## config.mk

```make
export PLATFORM = sky130hd
export DESIGN_NAME = flash_map_reader
export DESIGN_NICKNAME = d
export VERILOG_FILES = /design/src/rtl/flash_map_pkg.sv /design/src/rtl/fm_regs.sv /design/src/rtl/fm_tick.sv /design/src/rtl/fm_seq.sv /design/src/rtl/flash_map_reader.sv
export SDC_FILE = /design/constraint.sdc
export NUM_CORES = 1
export LEC_CHECK = 0
export BUFFER_PORTS_ARGS = -buffer_cell sky130_fd_sc_hd__buf_2
export CORE_MARGIN = 4
export CORE_UTILIZATION = 51
export DETAILED_ROUTE_END_ITERATION = 12
export PLACE_DENSITY = 0.8
export SYNTH_ARGS = -nofsm -noshare
export SYNTH_HDL_FRONTEND = slang
export SYNTH_SLANG_ARGS = --single-unit
```

## constraint.sdc

```tcl
create_clock -name clk -period 3.7 [get_ports clk]
set_input_delay 0 -clock clk [delete_from_list [all_inputs] [get_ports clk]]
set_output_delay 0 -clock clk [all_outputs]
set_load 0.05 [all_outputs]
```

## src/rtl/flash_map_pkg.sv

```systemverilog
package flash_map_pkg;

  typedef enum logic [2:0] {
    ST_IDLE,
    ST_LOAD,
    ST_CMD,
    ST_ADDR,
    ST_DUMMY,
    ST_DATA,
    ST_GAP
  } fm_state_e;

  // Opcodes whose address phase uses the wide bus (I/O-style reads)
  function automatic logic addr_on_wide(input logic [7:0] opc);
    return (opc == 8'hBB) || (opc == 8'hEB) || (opc == 8'hBC) || (opc == 8'hEC);
  endfunction

  // Line-count code to log2 of lanes; reserved code 3 falls back to one line
  function automatic logic [1:0] lane_log2(input logic [1:0] code);
    case (code)
      2'd1:    return 2'd1;
      2'd2:    return 2'd2;
      default: return 2'd0;
    endcase
  endfunction

  function automatic logic [3:0] lane_mask(input logic [1:0] lg);
    case (lg)
      2'd0:    return 4'b0001;
      2'd1:    return 4'b0011;
      default: return 4'b1111;
    endcase
  endfunction

endpackage

```

## src/rtl/fm_regs.sv

```systemverilog
module fm_regs (
  input  logic        clk,
  input  logic        rst,
  input  logic        we,
  input  logic [1:0]  addr,
  input  logic [31:0] wdata,
  output logic [31:0] ctl,
  output logic        map_en
);

  always_ff @(posedge clk) begin
    if (rst) begin
      ctl    <= '0;
      map_en <= 1'b0;
    end else if (we) begin
      if (addr == 2'd1)
        map_en <= wdata[0];
      else if (addr == 2'd0 && !map_en)
        ctl <= wdata;
    end
  end

  // control word frozen while window enabled
  a_r10_ctl_hold: assert property (@(posedge clk) disable iff (rst)
    $past(map_en) |-> $stable(ctl));

endmodule

```

## src/rtl/fm_tick.sv

```systemverilog
module fm_tick #(
  parameter int HALF = 2
) (
  input  logic clk,
  input  logic rst,
  input  logic run,
  output logic tick
);

  localparam int TW = (HALF > 1) ? $clog2(HALF) : 1;

  logic [TW-1:0] cnt;

  assign tick = run && (cnt == TW'(HALF - 1));

  always_ff @(posedge clk) begin
    if (rst || !run)
      cnt <= '0;
    else if (tick)
      cnt <= '0;
    else
      cnt <= cnt + 1'b1;
  end

endmodule

```

## src/rtl/fm_seq.sv

```systemverilog
module fm_seq
  import flash_map_pkg::*;
#(
  parameter int ADDR_W = 24,
  parameter int DATA_W = 32,
  parameter int HALF   = 2
) (
  input  logic              clk,
  input  logic              rst,
  input  logic              tick,
  input  logic              map_en,
  input  logic [7:0]        f_op,
  input  logic [3:0]        f_dummy,
  input  logic              f_cmd,
  input  logic [2:0]        f_nb,
  input  logic [1:0]        f_lines,
  input  logic              rd_req,
  input  logic [ADDR_W-1:0] rd_offset,
  input  logic [3:0]        io_in,
  output logic              run,
  output logic              sck,
  output logic              cs_n,
  output logic              rd_ready,
  output logic [DATA_W-1:0] rd_data,
  output logic [3:0]        io_out,
  output logic [3:0]        io_oe
);

  localparam int CNT_W = $clog2(((DATA_W > 32) ? DATA_W : 32) + 1);
  localparam int NBYTE = DATA_W / 8;
  localparam int GAP_W = $clog2(2 * HALF + 1);

  fm_state_e          st, tgt, after_cmd, after_addr;
  logic               ph, drv;
  logic [CNT_W-1:0]   cnt;
  logic [31:0]        sh;
  logic [1:0]         lg;
  logic [7:0]         l_op;
  logic               l_cmd;
  logic [2:0]         l_nb;
  logic [3:0]         l_dummy;
  logic [1:0]         l_dlg, l_alg;
  logic [31:0]        l_addr;
  logic [DATA_W-1:0]  rx, rx_next, swapped;

  logic [31:0]        ent_sh;
  logic [1:0]         ent_lg;
  logic               ent_drv;
  logic [CNT_W-1:0]   ent_cnt;

  // Next phase and its load values
  always_comb begin
    after_addr = (l_dummy != 4'd0) ? ST_DUMMY : ST_DATA;
    after_cmd  = (l_nb != 3'd0) ? ST_ADDR : after_addr;
    case (st)
      ST_LOAD: tgt = l_cmd ? ST_CMD : after_cmd;
      ST_CMD:  tgt = after_cmd;
      ST_ADDR: tgt = after_addr;
      default: tgt = ST_DATA;
    endcase
    ent_sh  = sh;
    ent_lg  = lg;
    ent_drv = 1'b0;
    ent_cnt = '0;
    case (tgt)
      ST_CMD: begin
        ent_sh  = {l_op, 24'h0};
        ent_lg  = 2'd0;
        ent_drv = 1'b1;
        ent_cnt = CNT_W'(8);
      end
      ST_ADDR: begin
        ent_sh  = l_addr << {(3'd4 - l_nb), 3'b000};
        ent_lg  = l_alg;
        ent_drv = 1'b1;
        ent_cnt = CNT_W'({l_nb, 3'b000} >> l_alg);
      end
      ST_DUMMY: ent_cnt = CNT_W'(l_dummy);
      default: begin
        ent_lg  = l_dlg;
        ent_cnt = CNT_W'(DATA_W >> l_dlg);
      end
    endcase
  end

  always_comb begin
    case (lg)
      2'd0:    rx_next = {rx[DATA_W-2:0], io_in[1]};
      2'd1:    rx_next = {rx[DATA_W-3:0], io_in[1:0]};
      default: rx_next = {rx[DATA_W-5:0], io_in[3:0]};
    endcase
  end

  // First received byte lands in the lowest byte lane
  always_comb begin
    for (int i = 0; i < NBYTE; i++)
      swapped[8*i +: 8] = rx[DATA_W-8-8*i +: 8];
  end

  always_comb begin
    case (lg)
      2'd0:    io_out = {3'b000, sh[31]};
      2'd1:    io_out = {2'b00, sh[31:30]};
      default: io_out = sh[31:28];
    endcase
  end

  assign io_oe = drv ? lane_mask(lg) : 4'b0000;
  assign run   = (st == ST_CMD) || (st == ST_ADDR) || (st == ST_DUMMY) ||
                 (st == ST_DATA) || (st == ST_GAP);

  always_ff @(posedge clk) begin
    if (rst) begin
      st       <= ST_IDLE;
      ph       <= 1'b0;
      drv      <= 1'b0;
      cnt      <= '0;
      sh       <= '0;
      lg       <= 2'd0;
      sck      <= 1'b0;
      cs_n     <= 1'b1;
      rd_ready <= 1'b0;
      rd_data  <= '0;
      rx       <= '0;
      l_op     <= '0;
      l_cmd    <= 1'b0;
      l_nb     <= '0;
      l_dummy  <= '0;
      l_dlg    <= '0;
      l_alg    <= '0;
      l_addr   <= '0;
    end else begin
      rd_ready <= 1'b0;
      case (st)
        ST_IDLE: begin
          if (rd_req && !rd_ready) begin
            if (map_en) begin
              l_op    <= f_op;
              l_cmd   <= f_cmd;
              l_nb    <= (f_nb > 3'd4) ? 3'd4 : f_nb;
              l_dummy <= f_dummy;
              l_dlg   <= lane_log2(f_lines);
              l_alg   <= addr_on_wide(f_op) ? lane_log2(f_lines) : 2'd0;
              l_addr  <= 32'(rd_offset);
              st      <= ST_LOAD;
            end else begin
              rd_ready <= 1'b1;
              rd_data  <= '0;
            end
          end
        end
        ST_LOAD: begin
          st   <= tgt;
          sh   <= ent_sh;
          lg   <= ent_lg;
          drv  <= ent_drv;
          cnt  <= ent_cnt;
          cs_n <= 1'b0;
          ph   <= 1'b0;
        end
        ST_GAP: begin
          if (tick) begin
            if (cnt == CNT_W'(1)) st <= ST_IDLE;
            else                  cnt <= cnt - 1'b1;
          end
        end
        default: begin
          if (tick) begin
            if (!ph) begin
              sck <= 1'b1;
              ph  <= 1'b1;
              if (st == ST_DATA) rx <= rx_next;
            end else begin
              sck <= 1'b0;
              ph  <= 1'b0;
              if (cnt == CNT_W'(1)) begin
                if (st == ST_DATA) begin
                  st       <= ST_GAP;
                  cs_n     <= 1'b1;
                  drv      <= 1'b0;
                  rd_ready <= 1'b1;
                  rd_data  <= swapped;
                  cnt      <= CNT_W'(2);
                end else begin
                  st  <= tgt;
                  sh  <= ent_sh;
                  lg  <= ent_lg;
                  drv <= ent_drv;
                  cnt <= ent_cnt;
                end
              end else begin
                cnt <= cnt - 1'b1;
                sh  <= sh << (3'd1 << lg);
              end
            end
          end
        end
      endcase
    end
  end

  // Assertion support: cycles cs_n has been high, saturating
  logic [GAP_W-1:0] cs_hi;
  always_ff @(posedge clk) begin
    if (rst)
      cs_hi <= GAP_W'(2 * HALF);
    else if (!cs_n)
      cs_hi <= '0;
    else if (cs_hi != GAP_W'(2 * HALF))
      cs_hi <= cs_hi + 1'b1;
  end

  // chip select high long enough between accesses
  a_r9_cs_gap: assert property (@(posedge clk) disable iff (rst)
    $fell(cs_n) |-> (cs_hi >= GAP_W'(2 * HALF)));

  // ready is a single-cycle pulse
  a_r8_ready_pulse: assert property (@(posedge clk) disable iff (rst)
    rd_ready |=> !rd_ready);

  // clock idles low outside an access
  a_r11_sck_idle: assert property (@(posedge clk) disable iff (rst)
    cs_n |-> !sck);

  // ready coincides with chip select released
  a_r8_ready_cs: assert property (@(posedge clk) disable iff (rst)
    rd_ready |-> cs_n);

endmodule

```

## src/rtl/flash_map_reader.sv

```systemverilog
module flash_map_reader #(
  parameter int ADDR_W    = 24,
  parameter int DATA_W    = 32,
  parameter int SCK_HALF  = 2
) (
  input  logic              clk,
  input  logic              rst,
  input  logic              reg_we,
  input  logic [1:0]        reg_addr,
  input  logic [31:0]       reg_wdata,
  input  logic              rd_req,
  input  logic [ADDR_W-1:0] rd_offset,
  output logic              rd_ready,
  output logic [DATA_W-1:0] rd_data,
  output logic              sck,
  output logic              cs_n,
  output logic [3:0]        io_out,
  output logic [3:0]        io_oe,
  input  logic [3:0]        io_in
);

  logic [31:0] ctl;
  logic        map_en;
  logic        run, tick;
  logic        ctl_unused;

  // Stored flag bits have no effect on the sequence
  assign ctl_unused = ^{ctl[23:20], ctl[15:12], ctl[7:6], ctl[3:0]};

  fm_regs u_regs (
    .clk    (clk),
    .rst    (rst),
    .we     (reg_we),
    .addr   (reg_addr),
    .wdata  (reg_wdata),
    .ctl    (ctl),
    .map_en (map_en)
  );

  fm_tick #(.HALF(SCK_HALF)) u_tick (
    .clk  (clk),
    .rst  (rst),
    .run  (run),
    .tick (tick)
  );

  fm_seq #(.ADDR_W(ADDR_W), .DATA_W(DATA_W), .HALF(SCK_HALF)) u_seq (
    .clk       (clk),
    .rst       (rst),
    .tick      (tick),
    .map_en    (map_en),
    .f_op      (ctl[31:24]),
    .f_dummy   (ctl[19:16]),
    .f_cmd     (ctl[11]),
    .f_nb      (ctl[10:8]),
    .f_lines   (ctl[5:4]),
    .rd_req    (rd_req),
    .rd_offset (rd_offset),
    .io_in     (io_in),
    .run       (run),
    .sck       (sck),
    .cs_n      (cs_n),
    .rd_ready  (rd_ready),
    .rd_data   (rd_data),
    .io_out    (io_out),
    .io_oe     (io_oe)
  );

endmodule

```

==> results of run 1 <==
## cell usage after synthesis, types with 3 or more instances
cell type                  number
sky130_fd_sc_hd__a211oi_1       3
sky130_fd_sc_hd__a21oi_1      197
sky130_fd_sc_hd__a221o_1        9
sky130_fd_sc_hd__a221oi_1       5
sky130_fd_sc_hd__a222oi_1       3
sky130_fd_sc_hd__a22o_1        10
sky130_fd_sc_hd__a22oi_1        6
sky130_fd_sc_hd__a31o_2         6
sky130_fd_sc_hd__a31oi_1        7
sky130_fd_sc_hd__and2_1         7
sky130_fd_sc_hd__and3_1        12
sky130_fd_sc_hd__buf_1          9
sky130_fd_sc_hd__buf_2         22
sky130_fd_sc_hd__buf_6          4
sky130_fd_sc_hd__clkbuf_1      63
sky130_fd_sc_hd__dfxtp_1      176
sky130_fd_sc_hd__ha_1           5
sky130_fd_sc_hd__inv_1          9
sky130_fd_sc_hd__mux2i_1       58
sky130_fd_sc_hd__mux4_2        26
sky130_fd_sc_hd__nand2_1      209
sky130_fd_sc_hd__nand2b_1       5
sky130_fd_sc_hd__nand3_1       43
sky130_fd_sc_hd__nand3b_1       5
sky130_fd_sc_hd__nand4_1        3
sky130_fd_sc_hd__nor2_1       134
sky130_fd_sc_hd__nor2b_1       10
sky130_fd_sc_hd__nor3_1        17
sky130_fd_sc_hd__nor4_1         3
sky130_fd_sc_hd__o211ai_1      12
sky130_fd_sc_hd__o21ai_0       36
sky130_fd_sc_hd__o21bai_1       3
sky130_fd_sc_hd__o22ai_1        4
sky130_fd_sc_hd__o311ai_0       4
sky130_fd_sc_hd__or3_1          5
## cell type report
| type | count | area [µm²] |
|---|---|---|
| multi-input cells | 887 | 5300 |
| inverters | 9 | 33.8 |
| repair buffers | 159 | 1080 |
| fillers | 1504 | 7090 |
| clock buffers | 19 | 453 |
| clock inverters | 12 | 126 |
| flip-flops and latches | 176 | 3530 |
| well taps | 229 | 287 |
## cell families (layout without fill, tap and decap cells)
| kind of cell | Yosys count | after routing | synth area share [%] |
|---|---|---|---|
| buffers and inverters | 109 | 199 | 5.11 |
| xor gates and xnor gates | 2 | 2 | 0.189 |
| adders and majority gates | 6 | 6 | 0.782 |
| muxes | 85 | 85 | 12.7 |
| AOI/OAI and AO/OA | 331 | 331 | 21.5 |
| and+or+nand+nor | 463 | 463 | 21.7 |
| DFF | 176 | 176 | 38.0 |
## registers in the layout (all words and copies together) (netlist names), 2 cells and up
signal / cells
u_seq.sh: 32
u_seq.st: 3
u_seq.rx: 32
u_seq.l_dummy: 4
u_seq.l_alg: 2
u_seq.lg: 2
u_seq.l_nb: 3
u_regs.ctl: 18
u_seq.l_op: 8
u_seq.cnt: 6
u_seq.rd_data: 32
u_seq.l_dlg: 2
u_seq.l_addr: 24
## worst min path at each step
| stage | endpoint | slack [ns] | cells past startpoint |
|---|---|---|---|
| after floorplan | u_regs.ctl[11]$_SDFFE_PP0P_ | 0.14 | 2 |
| after global placement | u_regs.map_en$_SDFFE_PP0P_ | 0.23 | 3 |
| after detailed placement | u_regs.ctl[9]$_SDFFE_PP0P_ | 0.25 | 3 |
| after CTS | u_regs.ctl[8]$_SDFFE_PP0P_ | 0.0007 | 4 |
| after global routing | u_regs.ctl[28]$_SDFFE_PP0P_ | 0.05 | 4 |
| final | u_regs.ctl[8]$_SDFFE_PP0P_ | 0.01 | 4 |
## layer usage
layer	GRT usage, %	up-vias	share of wire (%)
met5	0	-	0
met4	7.00	0	2.0
met3	4.72	43	7.1
met2	38.1	375	48
met1	33.5	4216	43
li1	-	4316	-
## stage by stage
stage               hold slack [ns]  std cells  power (W)
floorplan                     0.136       1172    0.00318
global placement              0.232       1410    0.00347
detailed placement            0.245       1410    0.00352
CTS                        0.000697       1491    0.00532
global route                 0.0453       1491    0.00557
finish                       0.0137       1491    0.00533
## power by group through the flow
stage	Clock [W]	Combinational, W	Sequential [W]
finish	0.00178	0.00143	0.00212
detailed placement	0	0.00136	0.00216
global route	0.00188	0.00156	0.00213
CTS	0.00180	0.00141	0.00212
floorplan	0	0.00106	0.00212
global placement	0	0.00132	0.00215
## worst max-delay path: stages (launching register included)
cell and delay (ns):
sky130_fd_sc_hd__dfxtp_1 0.79, sky130_fd_sc_hd__nand2_1 0.28, sky130_fd_sc_hd__or3_2 0.93, sky130_fd_sc_hd__a21oi_1 0.28, sky130_fd_sc_hd__dlygate4sd3_1 0.59, sky130_fd_sc_hd__a21oi_1 0.04
sky130_fd_sc_hd__nor2_1 0.11
## repair_timing
item / in CTS / in global routing
hold buffers: 50 / 0
endpoints found under the hold margin: 46 / 0
setup buffers: 0 / 0
==> flow_metrics.env, run 1 <==
export IMPL_crit_start="u_seq.st[2]$_SDFFE_PP0P_"
export IMPL_setup_slack_ns=0.589
export IMPL_postLayoutCellArea_um2=10800
export IMPL_pin_count=109
export IMPL_synth_lib_cells_used_distinct=70
export IMPL_post_synth_cell_area_avg_um2=7.91
export IMPL_hold_path_startpoint="reg_addr[0]"
export IMPL_status="finished clean"
export IMPL_final_core_utilization_pct=60.4
export IMPL_max_slew_worst_pin_slew_ns=1.22
export IMPL_drt_pre_antenna_iters=5
export IMPL_numClockSinks=176
export IMPL_worst_r2r_path_depth=6
export IMPL_cts_buffer_depth=2
export IMPL_synth_top_area_share_pct=38.0
export IMPL_mostFrequentLayoutCell="sky130_fd_sc_hd__nand2_1"
export IMPL_placement_io_buffers=95
export IMPL_grt_max_degree=110
export IMPL_gp_routability_congestion=0.977
export IMPL_dieHeight_um=143
export IMPL_clk_pin_slew_worst_paths_ns=0.07
export IMPL_r2r_start="u_seq.st[2]$_SDFFE_PP0P_"
export IMPL_number_of_enable_flip_flop_cells_after_synthesis=0
export IMPL_syn_nets=1243
export IMPL_track_usage_pct=24.0
export IMPL_yosys_warnings=0
export IMPL_drt_wirelength_per_cell_um=16.5
export IMPL_worstHoldPathType="in -> reg"
export IMPL_period_minus_slack_ns=3.11
export IMPL_min_period_over_period_pct=84.1
export IMPL_slew_viol_final=0
export IMPL_total_routed_length_um=24600
export IMPL_yosysSeqAreaShare_pct=38.0
export IMPL_place_detailed_hpwl_um=15500
export IMPL_finalClockSkew_ns=0.00847
export IMPL_antenna_found_initial=0
export IMPL_critical_path_startpoint_type="register"
export IMPL_fraction_of_power_consumed_by_sequential_logic_pct=39.8
export IMPL_worst_setup_path_endpoint="u_seq.rx[0]$_SDFFE_PP0P_"
export IMPL_drive_gt1_share_pct=15.0
export IMPL_synth_seq_cells=176
export IMPL_postPlaceCellArea_um2=9730
export IMPL_synth_top_area_cell="sky130_fd_sc_hd__dfxtp_1"
export IMPL_fmaxAchievable_ghz=0.321
export IMPL_combinationalPowerShare_pct=26.8
export IMPL_cts_inserted_buffers=17
export IMPL_dr_first_iter_drc_count=898
export IMPL_area_delta_synth_final_pct=16.5
export IMPL_setup_worst_path_end_class="register"
export IMPL_detailroute_via_count=8950
export IMPL_synthesis_instances=1172
export IMPL_most_area_consuming_cells_after_synthesis="sky130_fd_sc_hd__dfxtp_1, sky130_fd_sc_hd__a21oi_1, sky130_fd_sc_hd__nand2_1"
export IMPL_setup_viol=0
export IMPL_power_ir_vdd_worst_uv=454
export IMPL_power_leakage_nw=3.72
export IMPL_reg2reg_setup_slack_ns=0.59
export IMPL_grt_pass1_wl_um=40500
export IMPL_synthArstFlopShare_pct=0
export IMPL_postCtsResizedCells=0
export IMPL_cts_htree_levels=4
export IMPL_fin_setup_tns_ns=0
export IMPL_rsz0062_at_grt="no"
export IMPL_cap_viol_max_count=0
export IMPL_route_detailed_vias_per_inst=6.00
export IMPL_clock_network_fraction_of_total_power_pct=33.4
export IMPL_final_cell_mix="sky130_fd_sc_hd__nand2_1, sky130_fd_sc_hd__a21oi_1, sky130_fd_sc_hd__dfxtp_1"
export IMPL_worst_path_max_fanout=64
export IMPL_worstPathRequired_ns=4.06
export IMPL_die_w_um=143
export IMPL_placement_setup_worst_slack_ns=0.729
export IMPL_vias_in_the_first_global_route=8104
export IMPL_antenna_violating_nets_post_route=0
export IMPL_path_class="reg -> reg"
export IMPL_worst_r2r_endpoint="u_seq.rx[0]$_SDFFE_PP0P_"
export IMPL_cts_tree="done"
export IMPL_final_global_route_overflow_total=0
export IMPL_clk_latency_ns=0.43
export IMPL_coreArea_um2=17900
export IMPL_power_density_nw_per_um2=493
export IMPL_drcViolationCount=0
export IMPL_final_net_count=1321
export IMPL_floorplan_die_area_um2=20400
export IMPL_cellInternalPower_w=0.00342
export IMPL_n_antenna_cell=0
export IMPL_sw_frac_of_total_pct=35.8
export IMPL_synth_main_ff_cell="sky130_fd_sc_hd__dfxtp_1"
export IMPL_synthesis_area_um2=9280
export IMPL_switching_power_w=0.00191
export IMPL_effective_utilization_at_floorplan_pct=51.8
export IMPL_cts_root_buffer_cell="sky130_fd_sc_hd__clkbuf_16"
export IMPL_slew_limit_headroom_pct=18.6
export IMPL_hold_viol=0
export IMPL_std_cell_rows=49
export IMPL_crit_arrival_ns=3.47
(Power assumes the default switching activity.)
==> run 2: changes to the inputs <==
==> constraint.sdc (replaced) <==
create_clock -name clk -period 3.2 [get_ports clk]
set_input_delay 0 -clock clk [delete_from_list [all_inputs] [get_ports clk]]
set_output_delay 0 -clock clk [all_outputs]
set_load 0.05 [all_outputs]
==> run 2 against run 1 <==
  * First-iteration DRC count rose by 29%
  * Register-to-register slack worse by 0.21 ns
  * Wire length is 3.1% higher
  * Via count is 1.3% higher
  * Critical path depth grew 3
  * Maximum frequency is 10% higher
  * Critical endpoint is now u_seq.sh[18]$_SDFFE_PP0P_
  * Largest power group unchanged
==> flow_metrics.env, run 2 (synthesis results as in run 1) <==
export IMPL_area_delta_synth_final_pct=18.5
export IMPL_floorplan_die_area_um2=20400
export IMPL_numClockSinks=176
export IMPL_min_period_over_period_pct=88.2
export IMPL_pin_count=109
export IMPL_route_detailed_vias_per_inst=6.01
export IMPL_drcViolationCount=0
export IMPL_max_slew_worst_pin_slew_ns=1.25
export IMPL_path_class="reg -> reg"
export IMPL_period_minus_slack_ns=2.82
export IMPL_cts_inserted_buffers=17
export IMPL_worst_path_max_fanout=13
export IMPL_slew_limit_headroom_pct=16.7
export IMPL_slowest_stage="sky130_fd_sc_hd__maj3_1"
export IMPL_grt_max_degree=65
export IMPL_mostFrequentLayoutCell="sky130_fd_sc_hd__nand2_1"
export IMPL_power_ir_vdd_worst_uv=505
export IMPL_setup_viol=0
export IMPL_antenna_violating_nets_post_route=0
export IMPL_power_density_nw_per_um2=575
export IMPL_n_antenna_cell=0
export IMPL_fmaxAchievable_ghz=0.354
export IMPL_total_routed_length_um=25300
export IMPL_clk_latency_ns=0.43
export IMPL_effective_utilization_at_floorplan_pct=51.8
export IMPL_cts_htree_levels=4
export IMPL_status="finished clean"
export IMPL_top_regs="u_seq.rd_data (32), u_seq.rx (32), u_seq.sh (32)"
export IMPL_coreArea_um2=17900
export IMPL_antenna_found_initial=0
export IMPL_drt_wirelength_per_cell_um=16.8
export IMPL_gp_routability_congestion=0.959
export IMPL_crit_arrival_ns=3.17
export IMPL_final_global_route_overflow_total=0
export IMPL_cts_tree="done"
export IMPL_slew_viol_final=0
export IMPL_rsz0062_at_grt="no"
export IMPL_clk_pin_slew_worst_paths_ns=0.07
export IMPL_cts_buffer_depth=2
export IMPL_detailroute_via_count=9064
export IMPL_grt_pass1_wl_um=42600
export IMPL_critical_path_startpoint_type="register"
export IMPL_timing_critical_path_cells="inv_1 -> ha_1 -> ha_1 -> maj3_1 -> a31oi_4 -> nand2_1 -> nor3_1 -> a222oi_1 -> nor3_1"
export IMPL_power_leakage_nw=3.78
export IMPL_track_usage_pct=25.1
export IMPL_worstHoldPathType="in -> reg"
export IMPL_dieHeight_um=143
export IMPL_worstPathRequired_ns=3.55
export IMPL_drive_gt1_share_pct=15.3
export IMPL_cts_root_buffer_cell="sky130_fd_sc_hd__clkbuf_16"
export IMPL_fin_setup_tns_ns=0
export IMPL_setup_worst_path_end_class="register"
export IMPL_slowest_delay_ns=0.45
export IMPL_final_net_count=1337
export IMPL_dr_first_iter_drc_count=1155
export IMPL_vias_in_the_first_global_route=8405
export IMPL_final_cell_mix="sky130_fd_sc_hd__nand2_1, sky130_fd_sc_hd__a21oi_1, sky130_fd_sc_hd__dfxtp_1"
export IMPL_power_w=0.00632
export IMPL_hold_viol=0
export IMPL_place_detailed_hpwl_um=16100
export IMPL_finalClockSkew_ns=0.00959
export IMPL_cap_viol_max_count=0
export IMPL_die_w_um=143
export IMPL_placement_io_buffers=95
export IMPL_drt_pre_antenna_iters=5
export IMPL_std_cell_rows=49
## run 2: cell count changes in the layout (fill, tap and decap cells not counted), sizes merged
cell / before / now
dlygate4sd3: 50 / 59
bufinv: 1 / 3
inv: 15 / 14
buf: 109 / 116
clkbuf: 19 / 18
clkinvlp: 1 / 2
## run 2: worst max-delay path: cells and delay by family (launching register included)
family	cells	cell delay, ns
buf+inv	1	0.07
flops	1	0.34
fa+ha+maj	3	0.96
compound gates	2	0.58
simple gates	3	0.79
## run 2: final timing paths
path	slack [ns]	startpoint	endpoint	cells past startpoint
worst min register to register	0.45	u_seq.rd_data[27]$_SDFFE_PP0P_	u_seq.rd_data[27]$_SDFFE_PP0P_	2
worst max-delay path	0.38	u_seq.l_nb[0]$_SDFFE_PP0P_	u_seq.sh[18]$_SDFFE_PP0P_	9
worst max register to register	0.38	u_seq.l_nb[0]$_SDFFE_PP0P_	u_seq.sh[18]$_SDFFE_PP0P_	9
worst min-delay path	0.02	reg_addr[0]	u_regs.ctl[18]$_SDFFE_PP0P_	4
## run 2: metrics by stage
step | instance area, µm² | hold WS, ns | util [%] | worst slack (ns) | std cells
6_report | 11000 | 0.0190 | 61.4 | 0.378 | 1508
5_1_grt | 11000 | 0.0540 | 61.4 | 0.196 | 1508
3_5_place_dp | 9790 | 0.244 | 54.7 | 0.480 | 1417
3_3_place_gp | 9790 | 0.233 | 54.7 | 0.567 | 1417
4_1_cts | 11000 | 0.00895 | 61.4 | 0.272 | 1508
2_1_floorplan | 9280 | 0.136 | - | 0.741 | 1172
## run 2: layout make-up
| class | count | area, µm² |
|---|---|---|
| Tap cell | 229 | 287 |
| Inverter | 9 | 33.8 |
| Fill cell | 1520 | 6910 |
| Clock buffer | 18 | 429 |
| Multi-Input combinational cell | 887 | 5300 |
| Timing Repair Buffer | 175 | 1240 |
| Clock inverter | 14 | 176 |
| Sequential cell | 176 | 3530 |
## run 2: per-layer routing
metal / wire length, µm / up-vias / global-route usage, %
met4: 574 / 0 / 8.45
met2: 12000 / 386 / 39.6
met5: 0 / - / 0
met3: 1990 / 54 / 5.43
li1: - / 4342 / -
met1: 10800 / 4282 / 34.5
## run 2: report_power, final
part | total (W) | switching [W] | internal [W]
sequential | 0.00243 | 0.000149 | 0.00228
clock | 0.00217 | 0.000926 | 0.00124
combinational | 0.00172 | 0.00115 | 0.000573
## run 2: timing repair
item,4_1_cts,5_1_grt
endpoints found under the setup margin,0,1
hold endpoints to repair,46,0
setup buffers,0,0
resized for setup,0,1
hold buffers,59,0
